--- config.mk ---
export PLATFORM = sky130hd
export DESIGN_NAME = intc_hier
export DESIGN_NICKNAME = d
export VERILOG_FILES = /design/src/rtl/intc_pkg.sv /design/src/rtl/intc_regs.sv /design/src/rtl/intc_flags.sv /design/src/rtl/intc_drop.sv /design/src/rtl/intc_hier.sv
export SDC_FILE = /design/constraint.sdc
export NUM_CORES = 1
export LEC_CHECK = 0
export BUFFER_PORTS_ARGS = -buffer_cell sky130_fd_sc_hd__buf_4
export CORE_MARGIN = 2
export CORE_UTILIZATION = 40
export CTS_CLUSTER_DIAMETER = 50
export DETAILED_ROUTE_END_ITERATION = 12
export PLACE_DENSITY_LB_ADDON = 0.05
export SYNTH_ARGS = -nofsm -noshare
export SYNTH_HDL_FRONTEND = slang
export SYNTH_SLANG_ARGS = --single-unit
--- constraint.sdc ---
create_clock -name clk -period 1.9 [get_ports clk]
set_input_delay 0.095 -clock clk [delete_from_list [all_inputs] [get_ports clk]]
set_output_delay 0.095 -clock clk [all_outputs]
set_load 0.03 [all_outputs]
--- src/rtl/intc_pkg.sv ---
package intc_pkg;
  localparam int NUM_MOD = 6;
  localparam int ADDR_W  = 5;
  localparam int DATA_W  = 16;

  // Register map; the per-module groups are indexed by module number.
  localparam logic [ADDR_W-1:0] A_GCTL  = 5'h00;
  localparam logic [ADDR_W-1:0] A_MODEN = 5'h01;
  localparam logic [ADDR_W-1:0] A_VEC   = 5'h02;
  localparam logic [ADDR_W-1:0] A_TOPID = 5'h03;
  localparam logic [ADDR_W-1:0] A_FLAG0 = 5'h04;
  localparam logic [ADDR_W-1:0] A_SEN0  = 5'h0A;
  localparam logic [ADDR_W-1:0] A_MID0  = 5'h10;

  function automatic logic [ADDR_W-1:0] mod_addr(logic [ADDR_W-1:0] base, int m);
    return base + ADDR_W'(m);
  endfunction
endpackage

--- src/rtl/intc_regs.sv ---
module intc_regs
  import intc_pkg::*;
#(
  parameter int SRC_W = 16
) (
  input  logic                            clk,
  input  logic                            rst_n,
  input  logic                            wr_en,
  input  logic [ADDR_W-1:0]               wr_addr,
  input  logic [DATA_W-1:0]               wr_data,
  output logic                            glb_en,
  output logic [NUM_MOD-1:0]              mod_en,
  output logic [DATA_W-1:0]               vec,
  output logic [NUM_MOD-1:0][SRC_W-1:0]   src_en
);
  always_ff @(posedge clk) begin
    if (!rst_n) begin
      glb_en <= 1'b0;
      mod_en <= '0;
      vec    <= '0;
    end else if (wr_en) begin
      if (wr_addr == A_GCTL)  glb_en <= wr_data[0];
      if (wr_addr == A_MODEN) mod_en <= wr_data[NUM_MOD-1:0];
      if (wr_addr == A_VEC)   vec    <= wr_data;
    end
  end

  for (genvar m = 0; m < NUM_MOD; m++) begin : g_sen
    always_ff @(posedge clk) begin
      if (!rst_n) src_en[m] <= '0;
      else if (wr_en && wr_addr == mod_addr(A_SEN0, m))
        src_en[m] <= wr_data[SRC_W-1:0];
    end
  end

  // vector write lands on the next edge
  assert_vec_wr_R8: assert property (@(posedge clk) disable iff (!rst_n)
    (wr_en && wr_addr == A_VEC) |=> (vec == $past(wr_data)));
endmodule

--- src/rtl/intc_flags.sv ---
module intc_flags
  import intc_pkg::*;
#(
  parameter int SRC_W = 16
) (
  input  logic                            clk,
  input  logic                            rst_n,
  input  logic [NUM_MOD-1:0][SRC_W-1:0]   evt,
  input  logic                            wr_en,
  input  logic [ADDR_W-1:0]               wr_addr,
  input  logic [DATA_W-1:0]               wr_data,
  output logic [NUM_MOD-1:0][SRC_W-1:0]   flag
);
  for (genvar m = 0; m < NUM_MOD; m++) begin : g_mod
    logic [SRC_W-1:0] clr;
    assign clr = (wr_en && wr_addr == mod_addr(A_FLAG0, m)) ? wr_data[SRC_W-1:0] : '0;

    always_ff @(posedge clk) begin
      if (!rst_n) flag[m] <= '0;
      else        flag[m] <= (flag[m] & ~clr) | evt[m];
    end

    // an event always latches
    assert_evt_sets_R2: assert property (@(posedge clk) disable iff (!rst_n)
      (evt[m] != '0) |=> ((flag[m] & $past(evt[m])) == $past(evt[m])));
    // cleared bits without a new event go low
    assert_w1c_R3: assert property (@(posedge clk) disable iff (!rst_n)
      ((clr & ~evt[m]) != '0) |=> ((flag[m] & $past(clr & ~evt[m])) == '0));
    // event beats clear
    assert_evt_wins_R4: assert property (@(posedge clk) disable iff (!rst_n)
      ((clr & evt[m]) != '0) |=> ((flag[m] & $past(clr & evt[m])) == $past(clr & evt[m])));
    // untouched bits hold
    assert_hold_R11: assert property (@(posedge clk) disable iff (!rst_n)
      ((clr | evt[m]) == '0) |=> (flag[m] == $past(flag[m])));
  end
endmodule

--- src/rtl/intc_drop.sv ---
module intc_drop #(
  parameter int DEPTH = 1
) (
  input  logic clk,
  input  logic rst_n,
  input  logic live,
  output logic req
);
  logic [DEPTH-1:0] hist;

  if (DEPTH == 1) begin : g_one
    always_ff @(posedge clk) begin
      if (!rst_n) hist <= '0;
      else        hist <= live;
    end
    // released one cycle after the fall
    assert_drop_done_R9: assert property (@(posedge clk) disable iff (!rst_n)
      (!live && !$past(live)) |-> !req);
  end else begin : g_multi
    always_ff @(posedge clk) begin
      if (!rst_n) hist <= '0;
      else        hist <= {hist[DEPTH-2:0], live};
    end
    // released two cycles after the fall
    assert_drop_done_R9: assert property (@(posedge clk) disable iff (!rst_n)
      (!live && !$past(live) && !$past(live, 2)) |-> !req);
  end

  assign req = live | (|hist);

  // request still held in the first cycle after the fall
  assert_drop_late_R9: assert property (@(posedge clk) disable iff (!rst_n)
    $fell(live) |-> req);
endmodule

--- src/rtl/intc_hier.sv ---
module intc_hier
  import intc_pkg::*;
#(
  parameter int                 SRC_W     = 16,
  parameter logic [NUM_MOD-1:0] ID_MASK   = 6'b110010,
  parameter logic [NUM_MOD-1:0] SYNC_MASK = 6'b001110
) (
  input  logic                        clk,
  input  logic                        rst_n,
  input  logic [NUM_MOD*SRC_W-1:0]    evt_i,
  input  logic                        wr_en_i,
  input  logic [ADDR_W-1:0]           wr_addr_i,
  input  logic [DATA_W-1:0]           wr_data_i,
  input  logic [ADDR_W-1:0]           rd_addr_i,
  output logic [DATA_W-1:0]           rd_data_o,
  output logic                        irq_o,
  output logic [DATA_W-1:0]           vec_o
);
  logic                           glb_en;
  logic [NUM_MOD-1:0]             mod_en;
  logic [NUM_MOD-1:0][SRC_W-1:0]  src_en;
  logic [NUM_MOD-1:0][SRC_W-1:0]  evt;
  logic [NUM_MOD-1:0][SRC_W-1:0]  flag;
  logic [NUM_MOD-1:0][SRC_W-1:0]  hit;
  logic [NUM_MOD-1:0]             top_id;
  logic [NUM_MOD-1:0]             mod_req;

  assign evt = evt_i;

  intc_regs #(.SRC_W(SRC_W)) u_regs (
    .clk(clk), .rst_n(rst_n), .wr_en(wr_en_i), .wr_addr(wr_addr_i),
    .wr_data(wr_data_i), .glb_en(glb_en), .mod_en(mod_en), .vec(vec_o),
    .src_en(src_en)
  );

  intc_flags #(.SRC_W(SRC_W)) u_flags (
    .clk(clk), .rst_n(rst_n), .evt(evt), .wr_en(wr_en_i),
    .wr_addr(wr_addr_i), .wr_data(wr_data_i), .flag(flag)
  );

  for (genvar m = 0; m < NUM_MOD; m++) begin : g_mod
    assign hit[m]    = flag[m] & src_en[m];
    assign top_id[m] = mod_en[m] & (|hit[m]);
    intc_drop #(.DEPTH(SYNC_MASK[m] ? 2 : 1)) u_drop (
      .clk(clk), .rst_n(rst_n), .live(top_id[m]), .req(mod_req[m])
    );
  end

  assign irq_o = glb_en & (|mod_req);

  always_comb begin
    rd_data_o = '0;
    if (rd_addr_i == A_GCTL)  rd_data_o = DATA_W'(glb_en);
    if (rd_addr_i == A_MODEN) rd_data_o = DATA_W'(mod_en);
    if (rd_addr_i == A_VEC)   rd_data_o = vec_o;
    if (rd_addr_i == A_TOPID) rd_data_o = DATA_W'(top_id);
    for (int m = 0; m < NUM_MOD; m++) begin
      if (rd_addr_i == mod_addr(A_FLAG0, m)) rd_data_o = DATA_W'(flag[m]);
      if (rd_addr_i == mod_addr(A_SEN0, m))  rd_data_o = DATA_W'(src_en[m]);
      if (ID_MASK[m] && rd_addr_i == mod_addr(A_MID0, m)) rd_data_o = DATA_W'(hit[m]);
    end
  end

  // no request while globally disabled
  assert_glb_gate_R10: assert property (@(posedge clk) disable iff (!rst_n)
    !glb_en |-> !irq_o);
  // any enabled pending module with the global enable raises the request
  assert_irq_R5: assert property (@(posedge clk) disable iff (!rst_n)
    (glb_en && top_id != '0) |-> irq_o);
  // a module shown pending always has its request up
  assert_topid_R6: assert property (@(posedge clk) disable iff (!rst_n)
    ((top_id & ~mod_req) == '0));
endmodule

==> impl_metrics.csv <==
group,metric,value,unit
synthesis,yosysTopAreaCell,"dfxtp_1",
floorplanning,design.core.area,28700,um2
synthesis,synth_cells,1471,
floorplanning,num_rows,62,
drt,viasPerCell,5.67,
drt,dr.first_iter.drc_count,1400,
floorplanning,io_pins,158,
setup_path,worstSetupEndpointType,"primary output",
synthesis,syn_avg_cell_area,7.94,um2
clock_tree,clock_path_buffers,3,
pwr,power_switching,3.53,mW
outcome,violations,"negative setup slack",
drt,antenna_left,0,
pwr,cellLeakagePower,8.10,nW
global_routing,gr-total-overflow,0,
sta,max_slew_margin,0.624,
clock_tree,cts_sinks,224,
setup_path,critical_path_arrival,2.51,ns
drt,routedWlPerCell,24.8,um
sta,hold_violations,0,
synthesis,netlist_area,11700,um2
placement,place_inst,2281,
sta,setup_viol,17,
floorplanning,die_h,175,um
synthesis,async_flop_share,0,
layout,drive_gt1_frac,0.356,
sta,final.setup.worst_slack,-0.702,ns
floorplanning,die_w,175,um
synthesis,ys_ff_latch,224,
sta,tns,-7.15,ns
setup_path,critPathKind,"reg2out",
setup_path,critPathLaunchType,"flop",
layout,num_antenna_cells,0,
layout,final_util,0.671,
layout,stdcell_count,2478,
setup_path,cp_max_fo,2,
sta,tightest_slew,0.564,ns
synthesis,yosys-top-cells-area,"dfxtp_1, nor2b_1, nand2_1",
synthesis,synth-edff-count,0,
outcome,status,"finished with violations",
job,drv_cap,0,
clock_tree,clk_latency,0.55,ns
sta,min_period,2.60,ns
global_routing,grt_pass1_wl,90.1,mm
setup_path,max_stage_delay,0.31,ns
synthesis,yosysSeqAreaShare,0.384,
pwr,pwr-share-clk,0.424,
pwr,seq_power_share,0.390,
setup_path,reg2reg_depth,6,
floorplanning,start_util,0.407,
pwr,p_per_area,666,nW/um2
sta,max_freq,384,MHz
synthesis,synth.lib_cells_used.distinct,62,
pwr,p_comb_frac,0.185,
clock_tree,clk_pin_slew,0.06,ns
layout,area_growth,65.0,%
synthesis,ys.warnings.count,0,
placement,port_buffers,157,
setup_path,crit_chain,"a22o_1 > a221oi_2 > nand3_1 > o21a_4 > a221oi_2 > buf_4 > o211ai_1 > buf_4",
pwr,internal_power,9.31,mW
global_routing,grt_pass1_vias,14100,
synthesis,synth_flop_cell,"dfxtp_1",
drt,first_pass_iters,6,
clock_tree,cts_tree,"done",
clock_tree,cts_max_level,1,
setup_path,crit_path_top_delay_cell,"dfxtp_1",
global_routing,antenna_found_initial,1,
global_routing,gr-usage-all-layers,0.394,
drt,routed_wl,61.5,mm
placement,dp_hpwl,43.9,mm
global_routing,grt_max_degree,78,
pwr,power,12.8,mW
hold_path,whs_path_depth,5,
drt,drc,0,
pwr,switching_share,0.275,
placement,gp_congestion,1.00,
drt,vias,14000,
sta,final_max_slew_viol_count,0,
sta,finalClockSkew,0.00911,ns
hold_path,hp-class,"in2reg",
layout,nNetsFinal,2199,
clock_tree,clockRootBuffer,"clkbuf_16",
pwr,peakVddDrop,727,uV
sta,grt_setup_unrepaired,"yes",
synthesis,yosys.area.top_type_share,0.384,
setup_path,worstPathRequired,1.80,ns
sta,timing.final.crit_share,1.37,
synthesis,syn_nets,1596,
floorplanning,dieArea,30600,um2
clock_tree,cts_buffers,29,
==> synthesized netlist by cell type (all sizes together), types with 12 or more instances <==
cell / instances
a22oi: 18
clkbuf: 74
a221oi: 36
nand2: 274
a21oi: 145
nor3: 22
buf: 34
o211ai: 13
nand3: 27
a21boi: 67
nand2b: 12
dfxtp: 224
or3: 13
a22o: 25
nor2: 54
mux2i: 57
o21ai: 41
nor2b: 175
==> path summary, 6_finish.rpt <==
path | start | end | slack, ns
setup / recovery | u_flags.flag[25] | rd_data_o[1] | -0.70
hold / removal | wr_addr_i[3] | u_regs.vec[0] | 0.29
setup reg to reg | u_flags.flag[25] | g_mod[1].u_drop.hist[0] | 0.30
hold reg to reg | g_mod[3].u_drop.hist[0] | g_mod[3].u_drop.hist[1] | 0.45
==> sequential cells by signal (all words and copies together), names as in the netlist <==
signal,count
u_regs.vec,16
u_flags.flag,96
u_regs.glb_en,1
g_mod.u_drop.hist,9
u_regs.mod_en,6
u_regs.src_en,96
==> power by group through the flow <==
stage	clock network (mW)	logic (mW)	registers, mW
after floorplan	0	0.731	5.08
after global placement	0	1.90	5.08
after detailed placement	0	1.91	5.08
after CTS	5.50	2.29	5.00
after global routing	5.71	2.47	5.02
final	5.45	2.38	5.01
==> stage by stage <==
step / hold slack, ns / instance area, um2 / setup WS [ns]
global route: 0.309 / 19300 / -0.759
CTS: 0.251 / 19100 / -0.741
global placement: 0.319 / 15900 / -0.708
finish: 0.288 / 19300 / -0.702
detailed placement: 0.326 / 15900 / -0.753
floorplan: 0.234 / 11700 / 0.00532
==> cell usage in the layout, fill, tap and decap left out, types with 34 or more instances in the layout <==
| cell type | n |
|---|---|
| a21boi_0 | 65 |
| dfxtp_1 | 199 |
| dlygate4sd3_1 | 136 |
| nor2b_1 | 172 |
| mux2i_1 | 57 |
| nor2_1 | 47 |
| nand2_1 | 270 |
| buf_6 | 34 |
| a21oi_1 | 131 |
| buf_4 | 492 |
==> critical path: cells and delay by family, from the launching register on <==
| kind | cells | cell delay (ns) |
|---|---|---|
| AOI/OAI and AO/OA | 5 | 1.10 |
| buffers and inverters | 2 | 0.38 |
| DFF | 1 | 0.31 |
| and+or+nand+nor | 1 | 0.17 |
==> layer usage <==
layer	routed length [um]	vias to the layer above	global-route usage
li1	-	6446	-
met1	25700	6798	0.502
met2	28600	639	0.654
met3	3750	163	0.0542
met4	3490	0	0.200
met5	0	-	0
==> repair_timing <==
action / in CTS / in global routing
endpoints found under the hold margin: 160 / 0
resized for setup: 197 / 48
setup buffers: 19 / 3
pin swaps: 63 / 44
setup endpoints to repair: 17 / 24
gates cloned: 1 / 0
hold buffers: 136 / 0
==> kinds of logic (layout without fill, tap and decap cells) <==
kind of cell / Yosys count / in the layout / synth area share
and+or+nand+nor: 641 / 641 / 0.274
AOI/OAI and AO/OA: 429 / 429 / 0.249
DFF: 224 / 224 / 0.384
buffers and inverters: 118 / 741 / 0.0424
muxes: 59 / 59 / 0.0508
==> layout make-up <==
class | instances | area (um2)
clock buffer | 39 | 813
clock inverter | 12 | 131
fill | 2365 | 9430
inverter | 10 | 40.0
multi-input combinational | 1129 | 7530
sequential | 224 | 4520
tap | 384 | 480
timing repair buffer | 680 | 5750
Power figures use the tool's default switching activity.
